===== config.mk =====
export PLATFORM = sky130hd
export DESIGN_NAME = gpio_ctrl
export DESIGN_NICKNAME = d
export VERILOG_FILES = /design/src/rtl/gpio_ctrl_pkg.sv /design/src/rtl/gpio_rst_sync.sv /design/src/rtl/gpio_sync.sv /design/src/rtl/gpio_detect.sv /design/src/rtl/gpio_ctrl.sv
export SDC_FILE = /design/constraint.sdc
export NUM_CORES = 1
export LEC_CHECK = 0
export BUFFER_PORTS_ARGS = -buffer_cell sky130_fd_sc_hd__buf_4
export CORE_ASPECT_RATIO = 2
export CORE_MARGIN = 3
export CORE_UTILIZATION = 43
export CTS_CLUSTER_SIZE = 12
export DETAILED_ROUTE_END_ITERATION = 10
export GPL_ROUTABILITY_DRIVEN = 0
export MAX_ROUTING_LAYER = met4
export PLACE_DENSITY = 0.6
export SYNTH_ARGS = -nofsm -noshare
export SYNTH_HDL_FRONTEND = slang
export SYNTH_HIERARCHICAL = 1
export SYNTH_SLANG_ARGS = --single-unit

===== constraint.sdc =====
create_clock -name clk -period 28.6 [get_ports clk]
set_input_delay 5.72 -clock clk [delete_from_list [all_inputs] [get_ports clk]]
set_output_delay 5.72 -clock clk [all_outputs]
set_load 0.1 [all_outputs]

===== src/rtl/gpio_ctrl_pkg.sv =====
package gpio_ctrl_pkg;
  localparam int ADDR_W = 12;
  localparam int DATA_W = 32;

  localparam logic [ADDR_W-1:0] A_EVT_STAT = 12'h02C;
  localparam logic [ADDR_W-1:0] A_ENA_SET  = 12'h034;
  localparam logic [ADDR_W-1:0] A_ENA_CLR  = 12'h038;
  localparam logic [ADDR_W-1:0] A_DIR      = 12'h134;
  localparam logic [ADDR_W-1:0] A_LVL_IN   = 12'h138;
  localparam logic [ADDR_W-1:0] A_DRV      = 12'h13C;
  localparam logic [ADDR_W-1:0] A_TRG_LO   = 12'h140;
  localparam logic [ADDR_W-1:0] A_TRG_HI   = 12'h144;
  localparam logic [ADDR_W-1:0] A_TRG_RISE = 12'h148;
  localparam logic [ADDR_W-1:0] A_TRG_FALL = 12'h14C;
  localparam logic [ADDR_W-1:0] A_DRV_CLR  = 12'h190;
  localparam logic [ADDR_W-1:0] A_DRV_SET  = 12'h194;
endpackage


===== src/rtl/gpio_rst_sync.sv =====
module gpio_rst_sync (
  input  logic clk,
  input  logic arst_n,
  output logic rst_n
);
  logic [1:0] stage_q;

  always_ff @(posedge clk or negedge arst_n) begin
    if (!arst_n) stage_q <= 2'b00;
    else         stage_q <= {stage_q[0], 1'b1};
  end

  assign rst_n = stage_q[1];
endmodule


===== src/rtl/gpio_sync.sv =====
module gpio_sync #(
  parameter int WIDTH  = 32,
  parameter int STAGES = 2
) (
  input  logic             clk,
  input  logic             rst_n,
  input  logic [WIDTH-1:0] d,
  output logic [WIDTH-1:0] q
);
  logic [STAGES-1:0][WIDTH-1:0] chain_q;
  logic [STAGES-1:0][WIDTH-1:0] chain_d;

  always_comb begin
    chain_d[0] = d;
    for (int s = 1; s < STAGES; s++) chain_d[s] = chain_q[s-1];
  end

  always_ff @(posedge clk or negedge rst_n) begin
    if (!rst_n) chain_q <= '0;
    else        chain_q <= chain_d;
  end

  assign q = chain_q[STAGES-1];
endmodule


===== src/rtl/gpio_detect.sv =====
module gpio_detect #(
  parameter int WIDTH = 32
) (
  input  logic [WIDTH-1:0] cur,
  input  logic [WIDTH-1:0] prev,
  input  logic [WIDTH-1:0] trg_lo,
  input  logic [WIDTH-1:0] trg_hi,
  input  logic [WIDTH-1:0] trg_rise,
  input  logic [WIDTH-1:0] trg_fall,
  output logic [WIDTH-1:0] evt
);
  for (genvar i = 0; i < WIDTH; i++) begin : g_pin
    logic lvl_hit, edge_hit;
    assign lvl_hit  = (trg_lo[i] & ~cur[i]) | (trg_hi[i] & cur[i]);
    assign edge_hit = (trg_rise[i] & cur[i] & ~prev[i]) |
                      (trg_fall[i] & ~cur[i] & prev[i]);
    assign evt[i]   = lvl_hit | edge_hit;
  end
endmodule


===== src/rtl/gpio_ctrl.sv =====
module gpio_ctrl
  import gpio_ctrl_pkg::*;
#(
  parameter int SYNC_STAGES = 2
) (
  input  logic              clk,
  input  logic              arst_n,
  input  logic              bus_sel,
  input  logic              bus_wr,
  input  logic [ADDR_W-1:0] bus_addr,
  input  logic [DATA_W-1:0] bus_wdata,
  output logic [DATA_W-1:0] bus_rdata,
  input  logic [DATA_W-1:0] pin_in,
  output logic [DATA_W-1:0] pin_out,
  output logic [DATA_W-1:0] pin_dir_in,
  output logic              irq
);
  logic rst_sync_n;
  logic [DATA_W-1:0] lvl_cur, lvl_prev_q, evt;
  logic [DATA_W-1:0] dir_q, drv_q, ena_q, sts_q;
  logic [DATA_W-1:0] lo_q, hi_q, rise_q, fall_q;
  logic [DATA_W-1:0] dir_d, drv_d, ena_d, sts_d;
  logic [DATA_W-1:0] lo_d, hi_d, rise_d, fall_d;
  logic wr_hit;
  logic we_dir, we_drv, we_ena, we_trg;

  gpio_rst_sync u_rst (.clk(clk), .arst_n(arst_n), .rst_n(rst_sync_n));

  gpio_sync #(.WIDTH(DATA_W), .STAGES(SYNC_STAGES)) u_sync (
    .clk(clk), .rst_n(rst_sync_n), .d(pin_in), .q(lvl_cur)
  );

  gpio_detect #(.WIDTH(DATA_W)) u_det (
    .cur(lvl_cur), .prev(lvl_prev_q),
    .trg_lo(lo_q), .trg_hi(hi_q), .trg_rise(rise_q), .trg_fall(fall_q),
    .evt(evt)
  );

  assign wr_hit = bus_sel & bus_wr;

  // next-state logic
  always_comb begin
    dir_d  = dir_q;
    drv_d  = drv_q;
    ena_d  = ena_q;
    lo_d   = lo_q;
    hi_d   = hi_q;
    rise_d = rise_q;
    fall_d = fall_q;
    sts_d  = sts_q;
    if (wr_hit) begin
      case (bus_addr)
        A_DIR:      dir_d  = bus_wdata;
        A_DRV_SET:  drv_d  = drv_q | bus_wdata;
        A_DRV_CLR:  drv_d  = drv_q & ~bus_wdata;
        A_ENA_SET:  ena_d  = ena_q | bus_wdata;
        A_ENA_CLR:  ena_d  = ena_q & ~bus_wdata;
        A_TRG_LO:   lo_d   = bus_wdata;
        A_TRG_HI:   hi_d   = bus_wdata;
        A_TRG_RISE: rise_d = bus_wdata;
        A_TRG_FALL: fall_d = bus_wdata;
        A_EVT_STAT: sts_d  = sts_q & ~bus_wdata;
        default: ;
      endcase
    end
    // an event on the same bit outranks a clear
    sts_d = sts_d | evt;
  end

  assign we_dir = wr_hit && (bus_addr == A_DIR);
  assign we_drv = wr_hit && ((bus_addr == A_DRV_SET) || (bus_addr == A_DRV_CLR));
  assign we_ena = wr_hit && ((bus_addr == A_ENA_SET) || (bus_addr == A_ENA_CLR));
  assign we_trg = wr_hit && ((bus_addr == A_TRG_LO) || (bus_addr == A_TRG_HI) ||
                             (bus_addr == A_TRG_RISE) || (bus_addr == A_TRG_FALL));

  // register process
  always_ff @(posedge clk or negedge rst_sync_n) begin
    if (!rst_sync_n) begin
      dir_q      <= '1;
      drv_q      <= '0;
      ena_q      <= '0;
      lo_q       <= '0;
      hi_q       <= '0;
      rise_q     <= '0;
      fall_q     <= '0;
      sts_q      <= '0;
      lvl_prev_q <= '0;
    end else begin
      if (we_dir) dir_q <= dir_d;
      if (we_drv) drv_q <= drv_d;
      if (we_ena) ena_q <= ena_d;
      if (we_trg) begin
        lo_q   <= lo_d;
        hi_q   <= hi_d;
        rise_q <= rise_d;
        fall_q <= fall_d;
      end
      sts_q      <= sts_d;
      lvl_prev_q <= lvl_cur;
    end
  end

  // read mux
  always_comb begin
    bus_rdata = '0;
    if (bus_sel && !bus_wr) begin
      case (bus_addr)
        A_EVT_STAT: bus_rdata = sts_q;
        A_ENA_SET,
        A_ENA_CLR:  bus_rdata = ena_q;
        A_DIR:      bus_rdata = dir_q;
        A_LVL_IN:   bus_rdata = lvl_cur;
        A_DRV:      bus_rdata = drv_q;
        A_TRG_LO:   bus_rdata = lo_q;
        A_TRG_HI:   bus_rdata = hi_q;
        A_TRG_RISE: bus_rdata = rise_q;
        A_TRG_FALL: bus_rdata = fall_q;
        default:    bus_rdata = '0;
      endcase
    end
  end

  assign pin_out    = drv_q;
  assign pin_dir_in = dir_q;
  assign irq        = |(sts_q & ena_q);
endmodule


## After elaboration in Yosys (flattened, before gate mapping)

Index checks and enable logic that the tools add are counted.

- Output and inout bits: 97
- Logic and storage cells: 413
- Flip-flop bits (word level): 354
- Input bits: 80

- Multiplexer cells: 6
- Reductions and logical operators: 22
- Bitwise operators: 361
- Equality and inequality tests: 12

Operators by type and width:

| kind | count |
|---|---|
| $pmux W32 S9 | 1 |
| $and A1 B1 Y1 | 193 |
| $and A32 B32 Y32 | 4 |
| $pmux W32 S2 | 2 |
| $eq A12 B9 Y1 const B | 9 |
| $mux W32 | 3 |
| $or A1 B1 Y1 | 96 |
| $or A32 B32 Y32 | 3 |
| $not A1 Y1 | 64 |
| $eq A12 B6 Y1 const B | 3 |
| $not A32 Y32 | 1 |
| $reduce_or A32 Y1 | 1 |
| $reduce_and A3 Y1 | 7 |
| $logic_and A1 B1 Y1 | 5 |
| $logic_or A1 B1 Y1 | 5 |
| $reduce_bool A2 Y1 | 2 |
| $reduce_or A2 Y1 | 1 |
| $logic_not A1 Y1 | 1 |

## Longest topological paths before layout

Gate-level depths: netlist of run 1.

- Depth after elaboration: 6
- Depth in mapped cells: 9

## Hierarchy

The synthesis of run 1 kept the hierarchy.

Modules (own cells, without submodules):

| module | instances | area each (um^2) | cells each | sequential area each (um^2) |
|---|---|---|---|---|
| gpio_ctrl | 1 | 13208.9 | 1076 | 7247.0 |
| gpio_sync | 1 | 1601.5 | 64 | 1601.5 |
| gpio_detect | 1 | 1001.0 | 128 | 0.0 |
| gpio_rst_sync | 1 | 53.8 | 3 | 50.0 |

## Worst setup path before layout of run 1

No wires, ideal clock.

- Path kind: input-to-output
- Start: input bus_addr[11]
- End: output bus_rdata[21]
- Stages: 5
- Arrival time: 8.836 ns
- Buffers on the path: 1
- Required time: 22.880 ns
- Slack: 14.044 ns
- Path through: or4_4 -> nor4_4 -> clkbuf_1 -> a22oi_1 -> a31oi_1

- Cells in the longest elaborated chain, start to end: 4

Ends and longest elaborated chain:

| what | line | source |
|---|---|---|
| start: declaration | gpio_ctrl.sv:10 | `input logic [ADDR_W-1:0] bus_addr,` |
| $eq A12 B6 Y1 | gpio_ctrl.sv:107 | `case (bus_addr)` |
| $reduce_or A2 Y1 | gpio_ctrl.sv:107 |  |
| $pmux W32 S9 * | gpio_ctrl.sv:107 |  |
| $mux W32 * | gpio_ctrl.sv:106 | `if (bus_sel && !bus_wr) begin` |
| end: declaration | gpio_ctrl.sv:12 | `output logic [DATA_W-1:0] bus_rdata,` |

Every way passes the cells marked *; elsewhere a longest branch is shown, timed or not.

## Final worst setup path of run 1

- Start: input bus_addr[11]
- End: output bus_rdata[19]

The elaborated chain is that of the path after synthesis.

==> summary.log, run 1 <==
INFO  worst_setup_path regToRegEndpoint=u_sync/q[26]$_DFF_PN0_
INFO  cts            post_cts_resize_count=0
INFO  hold_path      min_delay_path_depth=0
INFO  worst_setup_path critical_path.max_fanout=20
INFO  synthesis      post-synth-top-area-fraction=50.8%
INFO  drt            wl_per_cell=26.0um
INFO  drt            wirelength=48,900um
INFO  die            initial_core_util=44.0%
INFO  grt            globalRouteOverflowTotal=0
INFO  die            ios=177
INFO  finish         share_of_post_route_cells_with_drive_strength_above_1=37.9%
INFO  outcome        outcome=finished, final reports clean
INFO  die            floorplan.rows=98
INFO  synthesis      ys_ff_latch=354
INFO  synthesis      ys_async_sr_fraction=100%
INFO  synthesis      yosys.cell_count.top_type=dfrtp_1
INFO  grt            first_global_vias=11.8k
INFO  worst_setup_path worst_reg2reg_startpoint=u_rst/stage_q[1]$_DFF_PN0_
INFO  cts            cts_sinks=354
INFO  power          vdd.ir_drop.worst=55.1uV
INFO  power          cellPowerDensity=54.4nW/um^2
INFO  sta            final_period_utilization=51.3%
INFO  cts            ctsHtreeMaxLevel=2
INFO  grt            track_usage=25.4%
INFO  placement      detailed_place_hpwl=32,600um
INFO  finish         nNetsFinal=1,485
INFO  sta            timing_hold_violations_final=0
INFO  sta            maxSlewHeadroom=11.0%
INFO  sta            unrepaired_setup_endpoints_after_global_routing=no
INFO  worst_setup_path cp_data_arrival_time=8.96ns
INFO  worst_setup_path required=22.88ns
INFO  sta            post_layout_min_period=14.68ns
INFO  drt            drc=0
INFO  worst_setup_path end_kind=output port
INFO  hold_path      hold_end=u_sync/q[18]$_DFF_PN0_
INFO  synthesis      synth.top_cells.by_area=dfrtp_1 51%, mux2_2 14%, dfstp_2 5.3%
INFO  power          cellLeakagePower=0.00819uW
INFO  job            cap_violations=0
INFO  hold_path      min-delay-start=u_sync/chain_d[50]$_DFF_PN0_
INFO  synthesis      synth_top_cell_by_area=dfrtp_1
INFO  synthesis      synth_enable_flop_cells=0
INFO  sta            fmax=68.1MHz
INFO  cts            cts_setup_buffers=0
INFO  synthesis      synth_cells=1,271
INFO  worst_setup_path worst-setup-path-type=input port to output port
INFO  die            core_region_area=36,000um^2
INFO  cts            clock_latency_late_sink=0.53ns
INFO  worst_setup_path ff2ff_path_depth=2
INFO  grt            grt_start_max_net_pins=79
INFO  synthesis      ys_top_cells_by_count=322 x dfrtp_1, 198 x mux2_2, 120 x nand2_1, 89 x a31oi_1, 60 x a22oi_1
INFO  finish         diodes_inserted=0
INFO  drt            final_antenna_net_count=0
INFO  placement      port_bufs=176
INFO  cts            cts_tree=done
INFO  synthesis      yosysWarnings=6
INFO  sta            timing_max_transition_violations_final=0
INFO  die            dieWidth=142um
INFO  cts            cts_buffers=36
INFO  synthesis      ys_dominant_reg_cell=dfrtp_1
INFO  grt            wire_length_of_the_first_global_routing_pass=74,100um
INFO  sta            timing.setup.tns=0ns
INFO  cts            post_cts_clock_slew_at_the_launch_and_capture_registers_of_the_worst_setup_and_hold_paths=0.06ns
INFO  hold_path      worst_min_path_class=register to register
INFO  synthesis      synth_fp_nets=1,351
INFO  drt            detailedRoute.firstPassIterationCount=6
INFO  synthesis      syn-cell-area=15,900um^2
INFO  synthesis      syn_area_per_cell=12.5um^2
INFO  synthesis      synth.yosys.seq_area_share=56.1%
INFO  synthesis      count_of_different_cell_masters_after_synthesis=51
INFO  worst_setup_path regToRegSetupSlack=25.69ns
INFO  die            fp.dieArea=39,400um^2
INFO  power          design_power_total=1010uW
INFO  die            die_h=278um
INFO  cts            cts.root.buffer_cell=clkbuf_16
INFO  cts            cts-hold-fix-buffers=0
INFO  sta            fin_worst_skew=0.0114ns
INFO  grt            antenna_found_initial=0
INFO  drt            num_vias=11.5k
INFO  cts            cts_max_path_buffers=3
INFO  drt            route.detailed.vias_per_inst=6.10
INFO  finish         flow.area_growth_from_synthesis=17.1%
INFO  worst_setup_path setup.worst_path.start_class=input port
INFO  drt            first_iter_violations=873
INFO  sta            tightestPinTransition=1.33ns
INFO  sta            final_setup_violation_count=0
through the flow:
step	setup WS [ns]	instance area (um^2)	std cells	util, %	hold WS [ns]
after floorplan	14.04	15900	1271	-	0.331
after global routing	13.83	18600	1881	51.5	0.357
after CTS	14.01	18600	1881	51.5	0.344
final	13.92	18600	1881	51.5	0.340
after detailed placement	14.01	17500	1817	48.6	0.335
after global placement	14.11	17500	1817	48.6	0.332
report_power, final:
group | switching (uW) | internal (uW)
clock | 195 | 249
sequential | 7.78 | 509
combinational | 32.6 | 17.6
total | 236 | 776
worst max path at each step:
stage                             from       endpoint  slack (ns)  cells after the start
after detailed placement  bus_addr[11]  bus_rdata[19]       14.01                      7
after global placement    bus_addr[11]  bus_rdata[12]       14.11                      7
after global routing      bus_addr[11]  bus_rdata[18]       13.83                      7
after floorplan           bus_addr[11]  bus_rdata[21]       14.04                      5
final                     bus_addr[11]  bus_rdata[19]       13.92                      7
after CTS                 bus_addr[11]  bus_rdata[19]       14.01                      7
cell families after synthesis:
group	after synthesis	synth area share [%]
AO/OA/AOI/OAI	336	14.3
XOR/XNOR	1	0.0552
buffers and inverters	135	3.69
flip-flops	354	56.1
multiplexers	225	17.5
other	1	0.0236
AND/OR/NAND/NOR	219	8.36
metal layers:
layer | track usage, % | wire length [um]
met1 | 30.5 | 18400
met2 | 43.0 | 25400
met3 | 3.81 | 2990
met4 | 9.85 | 2060
met5 | - | 0
critical path: stages:
cell      delay, ns
buf_4          0.13
nor4_2         0.84
and4_1         0.95
o311ai_4       0.34
buf_4          0.34
a31oi_1        0.27
buf_4          0.35
final cells by class:
type | count | area [um^2]
Fill cell | 3249 | 17500
Sequential cell | 354 | 8900
Multi-Input combinational cell | 782 | 6440
Timing Repair Buffer | 198 | 1490
Clock buffer | 61 | 1050
Tap cell | 450 | 563
Inverter | 33 | 124
Clock inverter | 3 | 22.5
cells in the final DEF, fill, tap and decap left out, types with 2 or more instances in the layout:
| cell type | count |
|---|---|
| a21oi_1 | 48 |
| nor4bb_1 | 2 |
| nand3_2 | 2 |
| a22o_1 | 28 |
| clkbuf_8 | 3 |
| buf_4 | 198 |
| o32ai_1 | 2 |
| nor2_1 | 11 |
| clkbuf_1 | 21 |
| mux2_2 | 198 |
| a31oi_1 | 89 |
| a221oi_1 | 3 |
| a22oi_1 | 60 |
| and3b_1 | 2 |
| a21o_1 | 32 |
| and4_1 | 2 |
| nand2_1 | 120 |
| mux2i_1 | 4 |
| dfstp_2 | 32 |
| nand2b_4 | 32 |
| and2_1 | 6 |
| nand4_1 | 3 |
| a32oi_1 | 7 |
| dfrtp_1 | 321 |
| nor3_1 | 5 |
| nand3_1 | 14 |
| inv_1 | 33 |
| inv_6 | 2 |
| clkbuf_16 | 37 |
| and2_2 | 2 |
| a211oi_1 | 32 |
| nor2_2 | 2 |
| o21ai_0 | 32 |
| nor4_4 | 2 |
| mux4_2 | 22 |
Note: power is estimated with default switching activity, not from simulation.
==> run 2, diff against run 1 <==
--- a/config.mk
+++ b/config.mk
@@ -5,6 +5,7 @@
 export SDC_FILE = /design/constraint.sdc
 export NUM_CORES = 1
 export LEC_CHECK = 0
+export ABC_AREA = 1
 export BUFFER_PORTS_ARGS = -buffer_cell sky130_fd_sc_hd__buf_4
 export CORE_ASPECT_RATIO = 2
 export CORE_MARGIN = 3
@@ -13,7 +14,7 @@
 export DETAILED_ROUTE_END_ITERATION = 10
 export GPL_ROUTABILITY_DRIVEN = 0
 export MAX_ROUTING_LAYER = met4
-export PLACE_DENSITY = 0.6
+export PLACE_DENSITY = 0.59
 export SYNTH_ARGS = -nofsm -noshare
 export SYNTH_HDL_FRONTEND = slang
 export SYNTH_HIERARCHICAL = 1
==> constraint.sdc (replaced) <==
create_clock -name clk -period 14 [get_ports clk]
set_input_delay 2.8 -clock clk [delete_from_list [all_inputs] [get_ports clk]]
set_output_delay 2.8 -clock clk [all_outputs]
set_load 0.1 [all_outputs]
==> summary.log, run 2 <==
INFO  synthesis      synth.top_cells.by_area=dfrtp_1 48%, nand2_1 13%, nand3_1 9.1%
INFO  sta            post_layout_min_period=8.44ns
INFO  cts            clock_latency_late_sink=0.54ns [about the same]
INFO  cts            cts_setup_buffers=0 [unchanged]
INFO  drt            wl_per_cell=19.3um [-26%]
INFO  die            floorplan.rows=102 [+4.1%]
INFO  finish         final_cell_area=19,700um^2 [+6.2%]
INFO  sta            unrepaired_setup_endpoints_after_global_routing=no
INFO  cts            post_cts_resize_count=0 [unchanged]
INFO  cts            cts.root.buffer_cell=clkbuf_16
INFO  finish         final_common_cell=nand2_1
INFO  drt            final_antenna_net_count=0 [unchanged]
INFO  die            die_h=287um [+3.2%]
INFO  placement      placed_cell_area=18,600um^2 [+6.0%]
INFO  die            core_region_area=38,800um^2 [+7.6%]
INFO  worst_setup_path worst-setup-path-type=input port to output port
INFO  synthesis      yosys.cell_count.top_type=nand2_1
INFO  drt            route.detailed.vias_per_inst=5.26 [-14%]
INFO  die            initial_core_util=43.6% [-0.39 points]
INFO  power          vdd.ir_drop.worst=90.1uV [+64%]
INFO  sta            maxSlewHeadroom=22.6% [+12 points]
INFO  grt            wire_length_of_the_first_global_routing_pass=85,300um [+15%]
INFO  sta            timing_max_transition_violations_final=0 [unchanged]
INFO  finish         postLayoutCoreUtil=50.8% [-0.70 points]
INFO  worst_setup_path end_kind=output port
INFO  job            cap_violations=0 [unchanged]
INFO  worst_setup_path regToRegSetupSlack=11.57ns [-14.12 ns]
INFO  synthesis      ys_dominant_reg_cell=dfrtp_1
INFO  synthesis      synth_top_cell_by_area=dfrtp_1
INFO  placement      detailed_place_hpwl=34,400um [+5.6%]
INFO  sta            fin_hold_ws=0.339ns [-0.00159 ns]
INFO  cts            cts-hold-fix-buffers=0 [unchanged]
INFO  sta            fmax=119MHz
INFO  drt            detailedRoute.firstPassIterationCount=7 [+1]
INFO  power          pwr-share-comb=4.7% [-0.3 points]
INFO  finish         share_of_post_route_cells_with_drive_strength_above_1=14.7% [-23 points]
INFO  die            fp.dieArea=41,900um^2 [+6.5%]
INFO  power          cellPowerDensity=107nW/um^2 [+97%]
INFO  finish         diodes_inserted=0 [unchanged]
INFO  worst_setup_path critPathMaxStageDelay=0.94ns [about the same]
INFO  cts            post_cts_clock_slew_at_the_launch_and_capture_registers_of_the_worst_setup_and_hold_paths=0.06ns [about the same]
INFO  grt            antenna_found_initial=0 [unchanged]
INFO  synthesis      ys_async_sr_fraction=100% [unchanged]
INFO  synthesis      synth.yosys.seq_area_share=52.6% [-3.5 points]
INFO  worst_setup_path regToRegEndpoint=lvl_prev_q[24]$_DFF_PN0_
INFO  drt            drc=0 [unchanged]
INFO  synthesis      syn-cell-area=16,900um^2 [+6.7%]
INFO  sta            tightestPinTransition=1.15ns [-0.176 ns]
INFO  grt            first_global_vias=14.6k [+23%]
INFO  power          power.internal=1610uW [+110%]
INFO  worst_setup_path required=11.20ns [-11.68 ns]
INFO  die            ios=177 [unchanged]
INFO  worst_setup_path setup.worst_path.start_class=input port
INFO  synthesis      synth_fp_nets=2,245 [+66%]
INFO  power          netSwitchingPower=500uW [+110%]
INFO  synthesis      synth_cells=2,165 [+70%]
INFO  cts            cts_buffers=37 [+2.8%]
INFO  power          seq_power_share=49.9% [-1.2 points]
INFO  synthesis      post-synth-top-area-fraction=47.6% [-3.2 points]
INFO  grt            globalRouteOverflowTotal=0 [unchanged]
INFO  worst_setup_path cp_data_arrival_time=5.64ns [-3.32 ns]
INFO  worst_setup_path critical_path.max_fanout=40 [+100%]
INFO  power          share_of_total_power_consumed_by_net_switching=23.6% [+0.34 points]
INFO  outcome        outcome=finished, final reports clean
INFO  cts            cts_tree=done
INFO  placement      port_bufs=176 [unchanged]
INFO  synthesis      synth_enable_flop_cells=0 [unchanged]
INFO  power          cellLeakagePower=0.0102uW [+25%]
INFO  power          clock_power_share=45.4% [+1.5 points]
INFO  drt            num_vias=15.0k [+31%]
INFO  worst_setup_path worst_reg2reg_startpoint=u_rst/stage_q[1]$_DFF_PN0_
INFO  synthesis      count_of_different_cell_masters_after_synthesis=34 [-33%]
INFO  cts            ctsHtreeMaxLevel=2 [unchanged]
INFO  hold_path      worst_min_path_class=register to register
INFO  finish         n_fill_cell=3,920 [+21%]
INFO  sta            timing_hold_violations_final=0 [unchanged]
INFO  drt            wirelength=55,100um [+13%]
INFO  worst_setup_path ff2ff_path_depth=2 [unchanged]
INFO  grt            track_usage=26.8% [+1.4 points]
INFO  finish         final_cell_mix=599 x nand2_1, 321 x dfrtp_1, 306 x nand3_1
INFO  sta            fin_worst_skew=0.0130ns [+0.00154 ns]
INFO  worst_setup_path last_element_of_the_critical_path=bus_rdata[24]
INFO  finish         nNetsFinal=2,380 [+60%]
INFO  finish         flow.area_growth_from_synthesis=16.5%
INFO  sta            final_period_utilization=60.3%
INFO  worst_setup_path worst_path_max_delay_cell=clkinv_1
INFO  sta            timing.setup.tns=0ns [unchanged]
INFO  cts            cts_sinks=354 [unchanged]
INFO  synthesis      ys_ff_latch=354 [unchanged]
INFO  grt            grt_start_max_net_pins=179 [+130%]
INFO  synthesis      ys_top_cells_by_count=600 x nand2_1, 322 x dfrtp_1, 307 x nand3_1, 293 x inv_1, 162 x o21ai_0
INFO  synthesis      syn_area_per_cell=7.82um^2 [-37%]
INFO  sta            final_setup_violation_count=0 [unchanged]
INFO  synthesis      yosysWarnings=6 [unchanged]
INFO  worst_setup_path crit_chain=buf_4 -> nor2_1 -> nand2_1 -> clkinv_1 -> nand2_1 -> buf_4 -> nor2_1 -> nor2_1 -> a21oi_1 -> buf_4
INFO  cts            cts_max_path_buffers=3 [unchanged]
INFO  drt            first_iter_violations=1,233 [+41%]
INFO  die            dieWidth=146um [+3.1%]
INFO  worst_setup_path startpoint=bus_addr[11]
-- run 2: changes by cell type after synthesis, sizes merged, moves of 60 or more --
cell,before,now
o21ai,32,227
a22oi,60,0
inv,33,299
a31oi,89,0
nand3,16,310
mux2,199,0
nand2,120,608
nor2,13,194
-- run 2: critical path, delay by kind of cell --
family                 cells  cell delay (ns)
AO/OA/AOI/OAI              1             0.08
buffers and inverters      4             1.88
AND/OR/NAND/NOR            5             0.83
-- run 2: logic make-up (layout without fill, tap and decap cells) --
group / Yosys count / count (layout) / synth area share (%)
compound gates: 279 / 279 / 8.78
other cells: 1 / 1 / 0.0222
flops: 354 / 354 / 52.6
buf+inv: 400 / 563 / 9.64
simple gates: 1131 / 1131 / 29.0
-- run 2: stage by stage --
step,std cells,power (uW),setup slack (ns)
detailed placement,2781,1170,5.69
finish,2848,2110,5.56
floorplan,2165,1120,3.46
global route,2848,2190,5.50
global placement,2781,1170,5.73
CTS,2848,2130,5.67
-- run 2: layout make-up --
cell class | count | area (um^2) | area share [%]
inverter | 301 | 1130 | 5.73
clock buffer | 63 | 1130 | 5.71
timing repair buffer | 195 | 1480 | 7.49
tap | 520 | 651 | 3.30
clock inverter | 4 | 27.5 | 0.140
sequential | 354 | 8900 | 45.1
multi-input combinational | 1411 | 6410 | 32.5
-- run 2: worst min path at each step --
stage	start	end	slack, ns	depth (start not counted)
5_1_grt	u_sync/chain_d[49]$_DFF_PN0_	u_sync/q[17]$_DFF_PN0_	0.35	0
3_3_place_gp	u_sync/chain_d[47]$_DFF_PN0_	u_sync/q[15]$_DFF_PN0_	0.33	0
3_5_place_dp	u_sync/chain_d[52]$_DFF_PN0_	u_sync/q[20]$_DFF_PN0_	0.33	0
2_1_floorplan	u_rst/stage_q[0]$_DFF_PN0_	u_rst/stage_q[1]$_DFF_PN0_	0.33	0
6_report	u_sync/chain_d[37]$_DFF_PN0_	u_sync/q[5]$_DFF_PN0_	0.34	0
4_1_cts	u_sync/chain_d[39]$_DFF_PN0_	u_sync/q[7]$_DFF_PN0_	0.34	0
-- run 2: power by group through the flow --
stage	Sequential (uW)	Combinational, uW	Clock, uW
floorplan	1080	38.0	0
global placement	1070	99.0	0
detailed placement	1070	99.8	0
CTS	1050	100	979
global route	1060	110	1020
finish	1050	99.5	960
-- run 2: per-layer routing --
layer,part of all wire (%),vias up,global-route usage (%),wire (um)
met3,6.2,132,3.03,3400
met4,4.2,0,10.8,2330
met5,0,-,-,0
li1,-,7092,-,-
met2,51,592,46.3,28100
met1,39,7155,32.1,21300
